--- src/rtl/i2c_bt_pkg.sv ---
package i2c_bt_pkg;
  typedef struct packed {
    logic sda;
    logic scl;
  } line_t;

  // Data held low during clock high: ack level or a transfer in flight
  function automatic logic held_low(line_t l);
    return !l.sda && l.scl;
  endfunction
endpackage

--- src/rtl/bt_edge_detect.sv ---
module bt_edge_detect
  import i2c_bt_pkg::*;
(
  input  logic  clk_i,
  input  logic  rst_ni,
  input  logic  en_i,
  input  line_t line_i,
  output logic  first_o,
  output logic  start_o,
  output logic  stop_o,
  output logic  level_o
);
  line_t prev_q;
  logic  armed_q;
  logic  valid;

  always_ff @(posedge clk_i or negedge rst_ni) begin
    if (!rst_ni) begin
      prev_q  <= '{sda: 1'b1, scl: 1'b1};
      armed_q <= 1'b0;
    end else begin
      prev_q  <= line_i;
      armed_q <= en_i;
    end
  end

  assign first_o = en_i && !armed_q;
  assign valid   = en_i && armed_q;
  assign start_o = valid && prev_q.scl && line_i.scl && prev_q.sda && !line_i.sda;
  assign stop_o  = valid && prev_q.scl && line_i.scl && !prev_q.sda && line_i.sda;
  assign level_o = valid && held_low(line_i);

  AST_START_IMPLIES_LEVEL: assert property (@(posedge clk_i) disable iff (!rst_ni)
    start_o |-> level_o);
endmodule

--- src/rtl/bt_busy_flag.sv ---
module bt_busy_flag (
  input  logic clk_i,
  input  logic rst_ni,
  input  logic en_i,
  input  logic first_i,
  input  logic seed_i,
  input  logic level_i,
  input  logic stop_i,
  output logic busy_o,
  output logic rise_o
);
  logic busy_q, busy_d;

  always_comb begin
    if (!en_i)        busy_d = 1'b0;
    else if (first_i) busy_d = seed_i;
    else if (stop_i)  busy_d = 1'b0;
    else if (level_i) busy_d = 1'b1;
    else              busy_d = busy_q;
  end

  always_ff @(posedge clk_i or negedge rst_ni) begin
    if (!rst_ni) busy_q <= 1'b0;
    else         busy_q <= busy_d;
  end

  assign busy_o = busy_q;
  assign rise_o = busy_d && !busy_q;

  AST_SEED_FOLLOWS_LINES: assert property (@(posedge clk_i) disable iff (!rst_ni)
    first_i |=> busy_o == $past(seed_i));
  AST_LEVEL_SETS: assert property (@(posedge clk_i) disable iff (!rst_ni)
    level_i |=> busy_o);
  AST_STOP_CLEARS: assert property (@(posedge clk_i) disable iff (!rst_ni)
    stop_i |=> !busy_o);
  AST_DISABLED_IDLE: assert property (@(posedge clk_i) disable iff (!rst_ni)
    !en_i |=> !busy_o);
endmodule

--- src/rtl/bt_free_flag.sv ---
module bt_free_flag (
  input  logic clk_i,
  input  logic rst_ni,
  input  logic set_i,
  input  logic clr_i,
  output logic free_o
);
  logic free_q;

  // set has priority so a STOP is never lost to a concurrent clear
  always_ff @(posedge clk_i or negedge rst_ni) begin
    if (!rst_ni)    free_q <= 1'b0;
    else if (set_i) free_q <= 1'b1;
    else if (clr_i) free_q <= 1'b0;
  end

  assign free_o = free_q;

  AST_FREE_STICKY: assert property (@(posedge clk_i) disable iff (!rst_ni)
    free_o && !clr_i |=> free_o);
  AST_SET_WINS: assert property (@(posedge clk_i) disable iff (!rst_ni)
    set_i |=> free_o);
endmodule

--- src/rtl/i2c_busy_tracker.sv ---
module i2c_busy_tracker
  import i2c_bt_pkg::*;
(
  input  logic clk_i,
  input  logic rst_ni,
  input  logic en_i,
  input  logic sda_i,
  input  logic scl_i,
  input  logic free_clr_i,
  output logic busy_o,
  output logic free_o,
  output logic evt_o
);
  line_t line;
  logic  first, start, stop, level, rise;
  logic  evt_q;

  assign line = '{sda: sda_i, scl: scl_i};

  bt_edge_detect u_edge (
    .clk_i   (clk_i),
    .rst_ni  (rst_ni),
    .en_i    (en_i),
    .line_i  (line),
    .first_o (first),
    .start_o (start),
    .stop_o  (stop),
    .level_o (level)
  );

  bt_busy_flag u_busy (
    .clk_i   (clk_i),
    .rst_ni  (rst_ni),
    .en_i    (en_i),
    .first_i (first),
    .seed_i  (held_low(line)),
    .level_i (level),
    .stop_i  (stop),
    .busy_o  (busy_o),
    .rise_o  (rise)
  );

  bt_free_flag u_free (
    .clk_i  (clk_i),
    .rst_ni (rst_ni),
    .set_i  (stop),
    .clr_i  (free_clr_i),
    .free_o (free_o)
  );

  always_ff @(posedge clk_i or negedge rst_ni) begin
    if (!rst_ni) evt_q <= 1'b0;
    else         evt_q <= rise || stop;
  end

  assign evt_o = evt_q;

  AST_EVT_HAS_CAUSE: assert property (@(posedge clk_i) disable iff (!rst_ni)
    evt_o |-> busy_o || free_o);
  AST_NO_STOP_DISABLED: assert property (@(posedge clk_i) disable iff (!rst_ni)
    !en_i |-> !stop && !start);
endmodule

--- config.mk ---
export PLATFORM = sky130hd
export DESIGN_NAME = i2c_busy_tracker
export DESIGN_NICKNAME = d
export VERILOG_FILES = /design/src/rtl/i2c_bt_pkg.sv /design/src/rtl/bt_edge_detect.sv /design/src/rtl/bt_busy_flag.sv /design/src/rtl/bt_free_flag.sv /design/src/rtl/i2c_busy_tracker.sv
export SDC_FILE = /design/constraint.sdc
export NUM_CORES = 1
export LEC_CHECK = 0
export BUFFER_PORTS_ARGS = -buffer_cell sky130_fd_sc_hd__buf_2
export CORE_AREA = 2 2 39 41
export CTS_CLUSTER_SIZE = 14
export DETAILED_ROUTE_END_ITERATION = 10
export DIE_AREA = 0 0 41 43
export GPL_TIMING_DRIVEN = 0
export PLACE_DENSITY_LB_ADDON = 0.2
export SYNTH_ARGS = -nofsm -noshare
export SYNTH_HDL_FRONTEND = slang
export SYNTH_SLANG_ARGS = --single-unit
--- constraint.sdc ---
create_clock -name clk_i -period 1.1 [get_ports clk_i]
set_input_delay 0.11 -clock clk_i [delete_from_list [all_inputs] [get_ports clk_i]]
set_output_delay 0.11 -clock clk_i [all_outputs]
set_load 0.02 [all_outputs]
**Word level (Yosys, flattened, before mapping)**

Index checks and enable logic that the tools add are counted.

- Register bits: 6
- Logic and storage cells: 27

- Multiplexer cells: 6
- Reductions and logical operators: 15

Operators with widths:

| kind | count |
|---|---|
| $logic_and 1x1->1 | 9 |
| $mux 1 | 6 |
| $logic_not 1->1 | 4 |
| $reduce_bool 2->1 | 1 |
| $logic_or 1x1->1 | 1 |

**Longest topological paths before layout**

- Depth after elaboration: 10
- Mapped depth: 3

**Modules after synthesis**

A second synthesis with hierarchy kept.

- Cells, all modules: 24
- Area, all modules: 266.5 um^2

By module, submodules not included:

| module | times used | cells an instance | area each (um^2) | seq. area each (um^2) |
|---|---|---|---|---|
| bt_edge_detect | 1 | 10 | 130.1 | 77.6 |
| bt_busy_flag | 1 | 8 | 62.6 | 25.0 |
| i2c_busy_tracker | 1 | 3 | 37.5 | 25.0 |
| bt_free_flag | 1 | 3 | 36.3 | 25.0 |

**Worst setup path before layout**

No wires, ideal clock.

- Path type: reg-to-reg
- Start: register u_edge.prev_q[0] in the netlist's numbering
- End: register u_busy.busy_q (netlist: u_busy.busy_o)
- Arrival: 1.104 ns
- Setup slack: -0.123 ns
- Stages on the path, launching flop included: 3
- Path buffers: 0
- Cell sequence: dfstp_2 -> or4b_4 -> and3_1

- Cells in the longest elaborated chain, start to end: 7

RTL lines:

| what | line | source |
|---|---|---|
| from (decl) | bt_edge_detect.sv:13 | `line_t prev_q;` |
| from (signal assigned) | bt_edge_detect.sv:19 | `prev_q <= '{sda: 1'b1, scl: 1'b1};` |
| from (signal assigned) | bt_edge_detect.sv:22 | `prev_q <= line_i;` |
| $logic_and 1x1->1 (2 in a row) | - |  |
| $logic_and 1x1->1 (2 in a row) | bt_edge_detect.sv:30 | `assign stop_o = valid && prev_q.scl && line_i.scl && !prev_q.sda && line_i.sda;` |
| $mux 1 | bt_busy_flag.sv:17 | `else if (stop_i) busy_d = 1'b0;` |
| $mux 1 | bt_busy_flag.sv:16 | `else if (first_i) busy_d = seed_i;` |
| $mux 1 | bt_busy_flag.sv:15 | `if (!en_i) busy_d = 1'b0;` |
| via u_busy.busy_d | bt_busy_flag.sv:12 | `logic busy_q, busy_d;` |
| to (signal assigned) | bt_busy_flag.sv:24 | `else busy_q <= busy_d;` |
| to (decl) | bt_busy_flag.sv:12 |  |

The timed path passes the listed nets, and every way through them passes these cells.
A chain may end at the register's enable or synchronous reset.

**Worst setup path after layout**

Ends and elaborated chain as after synthesis.

==> flow_results.org <==
** STA
- The max-slew violation total from the final report came to 0.
- Dividing the final minimum period by the clock period gives 1.11.
- Tightest Pin Transition :: 0.192 ns
- Derived from the worst setup path, the maximum achievable clock frequency is 820 MHz.
- Setup repair after global routing could not meet its margin everywhere.
- Hold Fails Final Rpt :: 0
- Counting I/O delays and the setup requirement, the final critical path takes 1.22 ns.
- Across the routed clock network, the largest skew measured is 0.00747 ns.
- Smallest setup slack after layout :: -0.119 ns
- Setup violations remaining at the end of the flow were counted as 3.
- The worst pin sits at a relative slew slack of 0.871.

** Setup path
- R2R setup slack :: -0.12 ns
- STA puts the critical path data required time at 1.23 ns.
- Number of cells traversed by the worst register-to-register path :: 2
- FF-to-FF Start :: u_edge.prev_q[0]$_DFF_PN1_
- Worst reg2reg endpoint :: u_busy.busy_o$_DFF_PN0_
- Arrival time worst endpoint :: 1.35 ns
- Biggest fanout along the worst timing path :: 3
- Origin of the worst setup path :: u_edge.prev_q[0]$_DFF_PN1_
- STA classifies the critical path startpoint as a flop.
- Startpoint-to-endpoint class of the critical path :: flop to flop
- Critical path endpoint category :: flop

** Global routing
- Largest net degree at the start of global routing :: 7
- Initial antenna violation count :: 0
- Gr usage total :: 0.0628
- Via count of the first global-routing pass :: 181
- The first global-routing pass estimated 662 um of wire.
- The total overflow left after global routing is 0.

** CTS
- Source-to-sink clock delay at the later pin of the worst-skew pair :: 0.24 ns
- After clock tree synthesis, the clock-pin slew on the worst setup and hold paths is 0.05 ns.
- Clock tree synthesis inserted a total of 3 buffers.
- TritonCTS built the clock tree.
- The clock passes through at most 2 buffers.
- Number of levels in the clock H-tree :: 1
- After clock tree synthesis, the repair step resized 0 gates.
- Setup Fix Bufs, Post-CTS :: 0
- Clk sink count :: 6
- Root buf cell :: clkbuf_4

** Placed design
- Port Buffers :: 8
- Post-DP Area :: 269 sq um
- Global placer's final weighted congestion :: 0.736

** Floorplan
- The die covers 1760 sq um.
- In this run the count of I/O pins placed on the die edge is 9.
- From bottom edge to top edge, the die measures 43 um.
- For this configuration, the core starts out at a cell density of 0.151.
- The region available for standard cell placement spans 1380 sq um.
- Row cnt :: 14
- X dimension of the die :: 41 um

** Final layout
- Final cell area excluding filler cells :: 335 sq um
- The repair_antennas step left the layout with diodes totalling 0.
- The area growth from synthesis to layout is 60.5%.
- Number of nets in the layout :: 39
- Ratio of cells with drive above 1 in the final layout :: 0.438

** Routing
- Length of the first detailed-routing pass in iterations :: 3
- Final wirelength :: 403 um
- Using the TritonRoute via totals, the vias-per-cell ratio works out to 3.52.
- After detailed routing, the number of remaining DRC violations is 0.
- Dividing the detail-routed wire length by the instance count gives 8.40 um.
- Starting DRC count in detailed routing :: 8
- The routed layout has 169 vias.
- Number of routed nets with antenna violations :: 0

** Synth
- After technology mapping, the gate count stands at 16.
- In this run the cell area of the synthesized design comes to 209 sq um.
- Number of distinct library cells after synthesis :: 8
- Mean instance size in the synthesized netlist :: 13.1 sq um
- Synthesis inferred 6 register bits.
- Net count of the mapped netlist :: 22
- For this run, the register share of the synthesized area comes to 0.731.
- Total number of yosys warnings :: 0

** Run
- Number of max-cap violations :: 0

** Power
- The design draws 0.499 mW.
- VDD sags by at most 0.000326 V.
- The analysis attributes to cell leakage a power of 0.166 nW.
- In this run the power density over the cells is 1490 nW/um^2.

** Worst hold path
- The worst hold path belongs to the class input pin to flop.
- Launch instance of the worst min-delay path :: free_clr_i
- The worst hold path passes through 2 cells.
- Hold EP :: u_free.free_o$_DFFE_PN0P_

** Outcome
- Status :: finished, violations left
- The checks that failed: setup timing.
[cell type report]
type	count	area, sq um
Clock buffer	4	26.3
Fill cell	156	1050
Inverter	2	7.51
Multi-Input combinational cell	8	48.8
Sequential cell	6	153
Tap cell	16	20.0
Timing Repair Buffer	12	80.1
[worst max-delay path by stage]
stage	depth (start not counted)	end
3_5_place_dp	2	u_busy.busy_o$_DFF_PN0_
6_report	2	u_busy.busy_o$_DFF_PN0_
2_1_floorplan	2	u_busy.busy_o$_DFF_PN0_
5_1_grt	2	u_busy.busy_o$_DFF_PN0_
3_3_place_gp	2	u_busy.busy_o$_DFF_PN0_
4_1_cts	2	u_busy.busy_o$_DFF_PN0_
[layout by cell type (no fill, tap or decap), drive strengths merged]
cell	synthesis	layout
buf	0	8
and3	1	1
or4b	1	1
clkbuf	0	4
inv	2	2
dfrtp	4	4
dlygate4sd3	0	4
dfstp	2	2
nand2	3	3
o31ai	1	1
o21ai	2	2
[stage by stage]
step	cells	worst slack, ns	hold slack (ns)	TNS (ns)	util
floorplan	16	-0.103	-0.186	-0.104	-
global placement	40	-0.132	-0.0580	-0.189	0.194
detailed placement	40	-0.128	-0.0584	-0.198	0.194
CTS	48	-0.125	0.0631	-0.206	0.242
global route	48	-0.138	0.0842	-0.278	0.242
finish	48	-0.119	0.0647	-0.174	0.242
[synthesized netlist by cell type]
cell / n / area share
and3_1: 1 / 0.030
dfrtp_1: 4 / 0.48
dfstp_2: 2 / 0.25
inv_1: 2 / 0.036
nand2_1: 3 / 0.054
o21ai_0: 2 / 0.048
o31ai_1: 1 / 0.036
or4b_4: 1 / 0.066
[per-layer routing]
| layer | global-route usage | part of all wire | vias up |
|---|---|---|---|
| li1 | - | - | 86 |
| met3 | 0.0314 | 0.13 | 0 |
| met2 | 0.0813 | 0.47 | 9 |
| met1 | 0.0594 | 0.40 | 74 |
| met5 | 0 | 0 | - |
| met4 | 0.0800 | 0 | 0 |
[where the power goes]
part / switching [mW] / internal [mW]
combinational: 0.0219 / 0.0233
sequential: 0.00386 / 0.234
clock: 0.0787 / 0.137
[registers in the layout (all words and copies together), names as in the netlist]
register / count
u_edge.prev_q: 2
evt_o: 1
u_busy.busy_o: 1
u_edge.armed_q: 1
u_free.free_o: 1
[what timing repair did]
item	in CTS	in global routing
endpoints found under the hold margin	9	0
endpoints found under the setup margin	3	3
pin swaps	0	0
hold buffers	4	0
gates cloned	0	0
[cells by family (layout without fill, tap and decap cells)]
group | after synthesis | count (layout) | share of synthesized area
DFF | 6 | 6 | 0.731
and+or+nand+nor | 5 | 5 | 0.150
AOI/OAI and AO/OA | 3 | 3 | 0.0838
buffers and inverters | 2 | 18 | 0.0359
[critical path: stages, from the launching register on]
cell     delay (ns)
dfstp_2        0.50
or4b_4         0.46
and3_1         0.16
No activity file was read; power rests on OpenSTA's default activity.
